File: config.mk
export PLATFORM = sky130hd
export DESIGN_NAME = vcmp_mask_unit
export DESIGN_NICKNAME = d
export VERILOG_FILES = /design/src/rtl/vcmp_pkg.sv /design/src/rtl/vcmp_cond_eval.sv /design/src/rtl/vcmp_scalar_hold.sv /design/src/rtl/vcmp_mask_unit.sv
export SDC_FILE = /design/constraint.sdc
export NUM_CORES = 1
export LEC_CHECK = 0
export ABC_AREA = 1
export BUFFER_PORTS_ARGS = -buffer_cell sky130_fd_sc_hd__clkbuf_2
export CAP_MARGIN = 20
export CORE_ASPECT_RATIO = 0.7
export CORE_MARGIN = 5
export CORE_UTILIZATION = 51
export CTS_CLUSTER_DIAMETER = 40
export DETAILED_ROUTE_END_ITERATION = 10
export GPL_ROUTABILITY_DRIVEN = 1
export MAX_ROUTING_LAYER = met4
export PLACE_DENSITY = 0.77
export REMOVE_ABC_BUFFERS = 1
export SKIP_CTS_REPAIR_TIMING = 1
export SYNTH_ARGS = -nofsm -noshare
export SYNTH_HDL_FRONTEND = slang
export SYNTH_HIERARCHICAL = 1
export SYNTH_SLANG_ARGS = --single-unit
File: constraint.sdc
create_clock -name clk -period 3.3 [get_ports clk]
set_clock_uncertainty 0.15 [all_clocks]
set_input_delay 0.66 -clock clk [delete_from_list [all_inputs] [get_ports clk]]
set_output_delay 0.66 -clock clk [all_outputs]
set_load 0.01 [all_outputs]
File: src/rtl/vcmp_pkg.sv
package vcmp_pkg;

    typedef enum logic [1:0] {
        CC_EQ  = 2'd0,
        CC_NE  = 2'd1,
        CC_LTS = 2'd2,
        CC_LTU = 2'd3
    } cc_e;

    typedef enum logic {
        ST_IDLE = 1'b0,
        ST_RUN  = 1'b1
    } st_e;

endpackage

File: src/rtl/vcmp_cond_eval.sv
module vcmp_cond_eval
    import vcmp_pkg::*;
#(
    parameter int W = 32
) (
    input  logic [W-1:0] lhs,
    input  logic [W-1:0] rhs,
    input  cc_e          cc,
    output logic         hit
);
    always_comb begin
        unique case (cc)
            CC_EQ:   hit = (lhs == rhs);
            CC_NE:   hit = (lhs != rhs);
            CC_LTS:  hit = ($signed(lhs) < $signed(rhs));
            default: hit = (lhs < rhs);
        endcase
    end
endmodule

File: src/rtl/vcmp_scalar_hold.sv
module vcmp_scalar_hold #(
    parameter int W = 32
) (
    input  logic         clk,
    input  logic         rst_n,
    input  logic         take,
    input  logic         use_live,
    input  logic [W-1:0] live,
    output logic [W-1:0] eff
);
    logic [W-1:0] held_d;
    logic [W-1:0] held_q;

    always_comb begin
        held_d = held_q;
        if (take) begin
            held_d = live;
        end
    end

    always_ff @(posedge clk or negedge rst_n) begin
        if (!rst_n) begin
            held_q <= '0;
        end else begin
            held_q <= held_d;
        end
    end

    assign eff = use_live ? live : held_q;
endmodule

File: src/rtl/vcmp_mask_unit.sv
module vcmp_mask_unit
    import vcmp_pkg::*;
#(
    parameter int XLEN   = 32,
    parameter int MAX_VL = 16,
    parameter int RIDW   = 5,
    parameter int VLW    = $clog2(MAX_VL) + 1
) (
    input  logic            clk,
    input  logic            rst_n,
    input  logic            start,
    input  logic            src1_vec,
    input  logic            src2_vec,
    input  logic [1:0]      cond,
    input  logic [VLW-1:0]  vl,
    input  logic [RIDW-1:0] dest,
    input  logic            elem_valid,
    input  logic [XLEN-1:0] elem_a,
    input  logic [XLEN-1:0] elem_b,
    output logic            busy,
    output logic            br_valid,
    output logic            br_taken,
    output logic            mask_we,
    output logic [RIDW-1:0] mask_reg,
    output logic [XLEN-1:0] mask_data
);
    localparam logic [VLW-1:0] VL_CAP = VLW'(MAX_VL);
    localparam int NOPS = 2;

    typedef struct packed {
        st_e             st;
        logic [VLW-1:0]  idx;
        logic [VLW-1:0]  len;
        logic [XLEN-1:0] mask;
        logic [RIDW-1:0] dst;
        cc_e             cc;
        logic            v1;
        logic            v2;
        logic            we;
        logic            bv;
        logic            bt;
    } ctl_t;

    ctl_t ctl_d;
    ctl_t ctl_q;

    logic            beat;
    logic            first_beat;
    logic            hit;
    logic [VLW-1:0]  vl_eff;
    logic [XLEN-1:0] lane_live [NOPS];
    logic [XLEN-1:0] lane_eff  [NOPS];
    logic            lane_vec  [NOPS];

    assign beat       = (ctl_q.st == ST_RUN) && elem_valid;
    assign first_beat = (ctl_q.idx == '0);
    assign vl_eff     = (vl > VL_CAP) ? VL_CAP : vl;

    assign lane_live[0] = elem_a;
    assign lane_live[1] = elem_b;
    assign lane_vec[0]  = ctl_q.v1;
    assign lane_vec[1]  = ctl_q.v2;

    for (genvar g = 0; g < NOPS; g++) begin : g_lane
        vcmp_scalar_hold #(.W(XLEN)) hold_i (
            .clk      (clk),
            .rst_n    (rst_n),
            .take     (beat && first_beat),
            .use_live (lane_vec[g] || first_beat),
            .live     (lane_live[g]),
            .eff      (lane_eff[g])
        );
    end

    vcmp_cond_eval #(.W(XLEN)) eval_i (
        .lhs (lane_eff[0]),
        .rhs (lane_eff[1]),
        .cc  (ctl_q.cc),
        .hit (hit)
    );

    always_comb begin
        ctl_d    = ctl_q;
        ctl_d.we = 1'b0;
        ctl_d.bv = 1'b0;
        unique case (ctl_q.st)
            ST_IDLE: begin
                if (start) begin
                    ctl_d.cc   = cc_e'(cond);
                    ctl_d.v1   = src1_vec;
                    ctl_d.v2   = src2_vec;
                    ctl_d.dst  = dest;
                    ctl_d.idx  = '0;
                    ctl_d.mask = '0;
                    if (!src1_vec && !src2_vec) begin
                        ctl_d.len = VLW'(1);
                        ctl_d.st  = ST_RUN;
                    end else if (vl_eff == '0) begin
                        ctl_d.len = '0;
                        ctl_d.we  = 1'b1;
                    end else begin
                        ctl_d.len = vl_eff;
                        ctl_d.st  = ST_RUN;
                    end
                end
            end
            default: begin
                if (elem_valid) begin
                    if (!ctl_q.v1 && !ctl_q.v2) begin
                        ctl_d.bv = 1'b1;
                        ctl_d.bt = hit;
                        ctl_d.st = ST_IDLE;
                    end else begin
                        ctl_d.mask = ctl_q.mask | (XLEN'(hit) << ctl_q.idx);
                        ctl_d.idx  = ctl_q.idx + VLW'(1);
                        if (ctl_q.idx + VLW'(1) == ctl_q.len) begin
                            ctl_d.we = 1'b1;
                            ctl_d.st = ST_IDLE;
                        end
                    end
                end
            end
        endcase
    end

    always_ff @(posedge clk or negedge rst_n) begin
        if (!rst_n) begin
            ctl_q <= '{st: ST_IDLE, cc: CC_EQ, default: '0};
        end else begin
            ctl_q <= ctl_d;
        end
    end

    assign busy      = (ctl_q.st == ST_RUN);
    assign br_valid  = ctl_q.bv;
    assign br_taken  = ctl_q.bt;
    assign mask_we   = ctl_q.we;
    assign mask_reg  = ctl_q.dst;
    assign mask_data = ctl_q.mask;

    // write strobe lasts one cycle and arrives with busy already low
    a_r8_we_single: assert property (@(posedge clk) disable iff (!rst_n)
        mask_we |=> !mask_we);
    a_r8_we_not_busy: assert property (@(posedge clk) disable iff (!rst_n)
        mask_we |-> !busy);
    // the two result kinds never coincide
    a_r12_exclusive: assert property (@(posedge clk) disable iff (!rst_n)
        !(mask_we && br_valid));
    // no bit survives above the stored length
    a_r5_upper_zero: assert property (@(posedge clk) disable iff (!rst_n)
        mask_we |-> ((mask_data >> ctl_q.len) == '0));
    // a branch report always follows a consumed beat
    a_r2_br_after_beat: assert property (@(posedge clk) disable iff (!rst_n)
        br_valid |-> $past(busy && elem_valid));
    // a start during an operation leaves the destination untouched
    a_r10_start_ignored: assert property (@(posedge clk) disable iff (!rst_n)
        (busy && start) |=> $stable(mask_reg));
    // zero-length vector request writes at once
    a_r9_zero_len: assert property (@(posedge clk) disable iff (!rst_n)
        (start && !busy && (src1_vec || src2_vec) && vl == '0)
        |=> (mask_we && !busy && mask_data == '0));
    // the stored length never exceeds the cap
    a_r11_len_cap: assert property (@(posedge clk) disable iff (!rst_n)
        busy |-> (ctl_q.len <= VL_CAP));
endmodule

## Word level (Yosys, flattened, before mapping)

Index checks and enable logic that the tools add are counted.

| word-level totals | value |
|---|---|
| register bits after elaboration | 119 |
| output and inout port bits | 41 |
| input port bits | 82 |

| operators by class | value |
|---|---|
| magnitude comparators | 3 |
| reductions and logical operators | 17 |
| bitwise gates (word level) | 2 |
| equal/unequal tests | 7 |
| mux-type cells | 25 |
| shifts and indexed selects | 1 |
| $add $sub $neg | 1 |

Operator list:

| operator | count |
|---|---|
| $mux 32 | 5 |
| $lt 32x32->1 | 2 |
| $mux 53 | 1 |
| $eq 32x32->1 | 1 |
| $ne 32x32->1 | 1 |
| $or 32x32->32 | 1 |
| $shl 1x5->32 | 1 |
| $mux 5 | 4 |
| $mux 6 | 2 |
| $logic_not 5->1 | 2 |
| $mux 1 | 9 |
| $reduce_and 3->1 | 2 |
| $add 5x1->5 const B | 1 |
| $eq 5x5->1 | 1 |
| $gt 5x5->1 const B | 1 |
| $logic_and 1x1->1 | 4 |
| $logic_not 1->1 | 4 |
| $mux 2 | 2 |
| $ne 2x2->1 const B | 2 |
| $mux 3 | 1 |
| $pmux 1 s3 | 1 |
| $eq 2x1->1 const B | 1 |
| $eq 2x2->1 const B | 1 |
| $logic_not 2->1 | 1 |
| 4 further kinds | 5 |

## Logic depth before layout (Yosys ltp)

Gate-level depths: netlist of run 1.

| logic depth | value |
|---|---|
| depth after elaboration | 10 |
| depth in mapped cells | 33 |
| gate-level depth less buffers | 30 |

## Hierarchy

The synthesis of run 1 kept the hierarchy.

By module, submodules not included:

| module | cells each | instances | area each (µm²) | sequential area each (µm²) |
|---|---|---|---|---|
| vcmp_scalar_hold | 240 | 2 | 1709.1 | 800.8 |
| vcmp_mask_unit | 316 | 1 | 2702.6 | 1376.3 |
| vcmp_cond_eval | 151 | 1 | 922.1 | 0.0 |

## Worst setup path before layout of run 1

No wires, ideal clock.

| timing path | value |
|---|---|
| kind | flip-flop to flip-flop |
| from | register ctl_q[50] (netlist name) |
| to | register ctl_q, in the netlist mask_data[26] |
| stages on the path, launching flop included | 27 |
| setup slack | -0.088 ns |
| required time | 3.078 ns |
| period minus slack after synthesis | 3.388 ns |
| arrival time | 3.166 ns |
| setup time | 0.072 ns |
| cell sequence | dfrtp_1 -> clkbuf_1 -> inv_1 -> ha_1 -> nand4_1 -> nand2_1 -> buf_6 -> inv_6 -> buf_6 -> nand2_1 -> nand2_1 -> inv_1 -> ha_1 -> a21oi_1 -> o21a_1 -> nand2_1 -> a21oi_2 -> nand2_1 -> o21ai_0 -> nand2_1 -> nand2_1 -> inv_1 -> nor2_1 -> nand2_1 -> nor3_1 -> a21oi_1 -> nor2_1 |

RTL lines:

| item | RTL line | text |
|---|---|---|
| start, declared | vcmp_mask_unit.sv:45 | `ctl_t ctl_q;` |
| start signal, assigned | vcmp_mask_unit.sv:130 | `ctl_q <= ctl_d;` |

==> results of run 1 <==
==> power breakdown <==
part	internal, mW	switching, mW
combinational	2.11	2.91
clock	1.18	0.639
sequential	1.97	0.298
==> path summary, 6_finish.rpt <==
| kind | end | slack (ps) | cells past startpoint |
|---|---|---|---|
| min in group clk | mask_reg[2] | 300 | 3 |
| worst max register to register | mask_data[29] | -490 | 27 |
| worst min-delay path | g_lane[0].hold_i/held_q[12] | 120 | 1 |
| worst max-delay path | mask_data[29] | -490 | 27 |
| worst min register to register | g_lane[1].hold_i/held_q[26] | 320 | 2 |
| max in group asynchronous | mask_data[15] | 2120 | 2 |
==> area by class of cell <==
cell class,instances,area (µm²),area share [%]
multi-input combinational,681,3370,38.9
clock buffer,22,484,5.58
inverter,70,295,3.40
tap,185,231,2.67
timing repair buffer,183,1210,14.0
sequential,119,2980,34.3
clock inverter,8,97.6,1.13
==> metrics by stage <==
| step | TNS (ps) | total power [mW] | util, % |
|---|---|---|---|
| after floorplan | -55210 | 4.92 | - |
| after global placement | -7620 | 6.34 | 57.2 |
| after detailed placement | -11350 | 6.47 | 57.2 |
| after CTS | -13330 | 8.33 | 61.5 |
| after global routing | -19050 | 9.87 | 64.9 |
| final | -13920 | 9.11 | 64.9 |
==> synthesized netlist by cell type <==
library cell | n | share of area [%]
o22ai_1 | 5 | 0.44
nand4_1 | 8 | 0.71
nor3_1 | 4 | 0.28
buf_6 | 18 | 2.9
xnor2_1 | 1 | 0.12
a31oi_1 | 1 | 0.089
dfrtp_1 | 119 | 42
nor2_8 | 2 | 0.57
a21oi_2 | 1 | 0.12
nor2_2 | 2 | 0.18
inv_1 | 64 | 3.4
nand3_1 | 15 | 1.1
o21a_1 | 2 | 0.21
inv_4 | 2 | 0.18
buf_12 | 2 | 0.57
clkbuf_1 | 5 | 0.27
inv_2 | 1 | 0.053
clkinv_1 | 1 | 0.053
nor2_1 | 54 | 2.9
o31ai_1 | 1 | 0.11
nor2_4 | 2 | 0.32
a21oi_1 | 47 | 3.3
nand2_2 | 23 | 2.0
o21ai_0 | 9 | 0.64
inv_6 | 2 | 0.25
nor4_1 | 1 | 0.089
xor2_1 | 1 | 0.12
buf_2 | 5 | 0.36
buf_4 | 47 | 5.0
nor4_4 | 1 | 0.30
nand2_1 | 464 | 25
ha_1 | 34 | 6.0
a21o_1 | 1 | 0.11
or2_2 | 2 | 0.18
==> routing by layer <==
| metal | routed length [µm] | vias up | GRT usage, % | share of wire [%] |
|---|---|---|---|---|
| li1 | - | 3128 | - | - |
| met1 | 8430 | 2878 | 32.4 | 46 |
| met2 | 8300 | 219 | 33.7 | 46 |
| met3 | 1260 | 23 | 4.52 | 6.9 |
| met4 | 214 | 0 | 5.74 | 1.2 |
| met5 | 0 | - | - | 0 |
==> worst register-to-register path, delay by kind of cell (launching register included) <==
kind | cells | cell delay [ps]
flops | 1 | 380
buf+inv | 8 | 960
fa+ha+maj | 2 | 460
compound gates | 5 | 710
simple gates | 12 | 1080
==> cell families (layout without fill, tap and decap cells) <==
logic type                 count (synthesis)  in the layout  synth area share (%)
and+or+nand+nor                          578            578                  33.3
buffers and inverters                    147            283                  13.0
DFF                                      119            119                  42.3
AOI/OAI and AO/OA                         67             67                  5.06
adders and majority gates                 34             34                  6.04
xor gates and xnor gates                   2              2                 0.249
==> flow_summary.ini, run 1 <==
[outcome]
outcome = finished, violations left
violations = setup timing

[critical_path]
path_max_fanout = 4
crit_top_cell = nand2_1
critical_path_class = reg -> reg
worstPathArrival_ps = 3970
cp.required_ps = 3480
cpLargestDelayFamily = simple AND/OR/NAND/NOR gates
slowest_delay_ps = 380
cp_num_buf_inv = 8
startpoint_type = flop
end_kind = flop
slowest_stage = dfrtp_1
crit_start = ctl_q[49]
r2r-start = ctl_q[49]

[clock_network]
clk_latency_ps = 410
clk_pin_slew_ps = 60
cts.sinks = 119
cts_tree = done
cts_root_buffer = clkbuf_16
cts_made_buffers = 17
cts_max_path_buffers = 2
h-tree-depth = 4

[placement]
post-dp-hpwl_mm = 12.3
numPortBuffers = 122
dp.cells = 1219
gp_congestion = 0.918
placed_area_um2 = 7640
dp_slack_ps = -435

[routing]
ant_nets = 0
drtIter0Drc = 455
first_pass_iters = 7
num_vias = 6248
drc = 0
routed_wl_mm = 18.2
wire_per_inst_um = 14.4
vias_per_cell = 4.93

[grt]
grt_usage_pct = 22.8
grt.overflow.total = 0
grt_max_degree = 52
grt_pass1_vias = 5939
antenna_found_initial = 0
grt_pass1_wl_mm = 28.8

[yosys]
syn_inst = 947
yosysUniqueCellTypes = 34
synth-seq-cells = 119
yosysWarnings = 6
synth.cell_area_um2 = 7040
ys_seq_area_share_pct = 42.3
syn_area_per_cell_um2 = 7.44

[timing]
maxSlewViolCount = 0
worst_pin_slew_ps = 647
min_period_ps = 3790
rsz0062_at_grt = true
fin_ws_ps = -489
hold_ws_ps = 124
slew_headroom_pct = 56.9
hold_violations = 0
period_share_pct = 115
fmax_mhz = 264
setup_viol = 33

[final_layout]
nets = 1188
fillers = 1118
syn2layout_area_growth_pct = 23.1
layout-drive-gt1-share_pct = 26.6
final_cell_mix = nand2_1 (456), clkbuf_2 (121), dfrtp_1 (119)
diodes = 0
layout_commonest_cell = nand2_1
fin_area_um2 = 8670
top_register = g_lane.hold_i/held_q
final-instance-count-excl-fill = 1268
largest_reg_flops = 64

[power_and_ir_drop]
p_per_area_nw_per_um2 = 1050
irDropWorstVdd_uv = 589
p_leak_nw = 4.93

[floorplan]
start_util_pct = 52.7
design.core.area_um2 = 13400
die_width_um = 150
rows = 35
ios = 123
dieArea_um2 = 16300
dieHeight_um = 108

[flow_run]
maxCapViolCount = 0

[worst_hold_path]
hold_class = in -> async
(Power assumes the default switching activity.)
==> run 2: changes to the inputs <==
--- a/config.mk
+++ b/config.mk
@@ -8,7 +8,7 @@
 export ABC_AREA = 1
 export BUFFER_PORTS_ARGS = -buffer_cell sky130_fd_sc_hd__clkbuf_2
 export CAP_MARGIN = 20
-export CORE_ASPECT_RATIO = 0.7
+export CORE_ASPECT_RATIO = 0.6
 export CORE_MARGIN = 5
 export CORE_UTILIZATION = 51
 export CTS_CLUSTER_DIAMETER = 40
==> flow_summary.ini, run 2 (synthesis results as in run 1) <==
[outcome]
outcome = finished, violations left
violations = setup timing

[grt]
antenna_found_initial = 0
grt_pass1_wl_mm = 28.3
grt_max_degree = 62
grt_pass1_vias = 5733
grt_usage_pct = 22.6
grt.overflow.total = 0

[critical_path]
cp.required_ps = 3490
path_depth = 25
crit_top_cell = nand2_1
cp_num_buf_inv = 6
slowest_stage = dfrtp_1
slowest_delay_ps = 380
critical_path_class = reg -> reg
worstPathArrival_ps = 3780
end_kind = flop
r2r-start = ctl_q[49]
rr_endpoint = mask_data[26]
startpoint_type = flop
regToRegSetupSlack_ps = -290
reg2reg_depth = 25
crit_start = ctl_q[49]
cpLargestDelayFamily = simple AND/OR/NAND/NOR gates
path_max_fanout = 8

[power_and_ir_drop]
p_seq_share_pct = 25.9
p_leak_nw = 4.79
switchingPower_mw = 3.78
intPower_mw = 4.95
irDropWorstVdd_uv = 519
p_clk_share_pct = 20.7
combPwrFrac_pct = 53.4
p_per_area_nw_per_um2 = 1030
p_sw_share_pct = 43.3

[timing]
min_period_ps = 3590
fmax_mhz = 279
slew_headroom_pct = 48.1
maxSlewViolCount = 0
setup_viol = 30
tns_ps = -6280
fin_ws_ps = -286
rsz0062_at_grt = true
period_share_pct = 109
worst_pin_slew_ps = 778
hold_violations = 0

[clock_network]
clk_pin_slew_ps = 60
h-tree-depth = 4
clk_latency_ps = 410
cts_tree = done
cts.sinks = 119
cts_max_path_buffers = 2
cts_made_buffers = 17
cts_root_buffer = clkbuf_16

[placement]
post-dp-hpwl_mm = 12.7
numPortBuffers = 122
gp_congestion = 0.876

[floorplan]
die_width_um = 162
ios = 123
start_util_pct = 51.8
dieHeight_um = 101
rows = 33
dieArea_um2 = 16300
design.core.area_um2 = 13600

[final_layout]
nets = 1172
layout-drive-gt1-share_pct = 26.8
diodes = 0
top_register = g_lane.hold_i/held_q
syn2layout_area_growth_pct = 20.4
fillers = 1138
final_cell_mix = nand2_1 (456), clkbuf_2 (121), dfrtp_1 (119)
final_util_pct = 62.4
layout_commonest_cell = nand2_1
seq_area_um2 = 2980
largest_reg_flops = 64
multiInputGateArea_um2 = 3400

[flow_run]
maxCapViolCount = 0

[routing]
vias_per_cell = 5.02
drtIter0Drc = 468
routed_wl_mm = 17.9
first_pass_iters = 5
wire_per_inst_um = 14.4
drc = 0
ant_nets = 0
num_vias = 6237

[worst_hold_path]
hold_class = in -> async
==> run 2: routing by layer <==
metal	wire, µm	GRT usage, %	up-vias
li1	-	-	3091
met1	8730	33.4	2885
met2	7650	31.2	240
met3	1240	4.70	21
met4	231	6.50	0
met5	0	-	-
==> run 2: layout make-up <==
cell class,instances,share of cell area (%)
Timing Repair Buffer,167,12.1
Inverter,70,3.28
Multi-Input combinational cell,681,40.2
Tap cell,175,2.58
Clock buffer,19,5.22
Clock inverter,12,1.52
Sequential cell,119,35.1
==> run 2: worst max path at each step <==
stage                                  to  slack (ps)
4_1_cts                     mask_data[15]        -480
2_1_floorplan  g_lane[0].hold_i/held_q[0]        -630
6_report                    mask_data[26]        -290
3_3_place_gp                mask_data[31]        -240
3_5_place_dp                mask_data[31]        -400
5_1_grt                     mask_data[11]        -550
==> run 2: stage by stage <==
step | setup slack (ps) | hold slack (ps) | instances | area [µm²] | total power [mW]
5_1_grt | -555 | 246 | 1243 | 8480 | 9.46
3_5_place_dp | -403 | 308 | 1205 | 7580 | 6.40
3_3_place_gp | -239 | 304 | 1205 | 7580 | 6.27
2_1_floorplan | -628 | 214 | 870 | 6400 | 4.92
4_1_cts | -483 | 191 | 1236 | 8160 | 8.23
6_report | -286 | 170 | 1243 | 8480 | 8.73
==> run 2: power groups by stage <==
stage	sequential, mW	clock [mW]	combinational, mW
after global routing	2.32	1.90	5.24
after detailed placement	2.27	0	4.13
after global placement	2.26	0	4.01
after CTS	2.26	1.83	4.15
after floorplan	2.26	0	2.66
final	2.26	1.80	4.66
==> run 2: worst register-to-register path: stages, from the launching register on <==
cell and delay (ps):
dfrtp_1 380, inv_2 90, ha_4 130, nand4_1 160, nand2_2 170, buf_6 140
inv_6 40, buf_6 130, nand2_1 70, nand2_1 50, inv_1 80, ha_4 210
a21oi_1 160, o21a_1 150, nand2_1 80, a21oi_2 140, nand2_1 100, o21ai_1 150
nand2_1 80, nand2_2 80, inv_2 60, nor2_2 180, nand2_1 150, nor3_2 190
a21oi_1 110, nor2_1 90
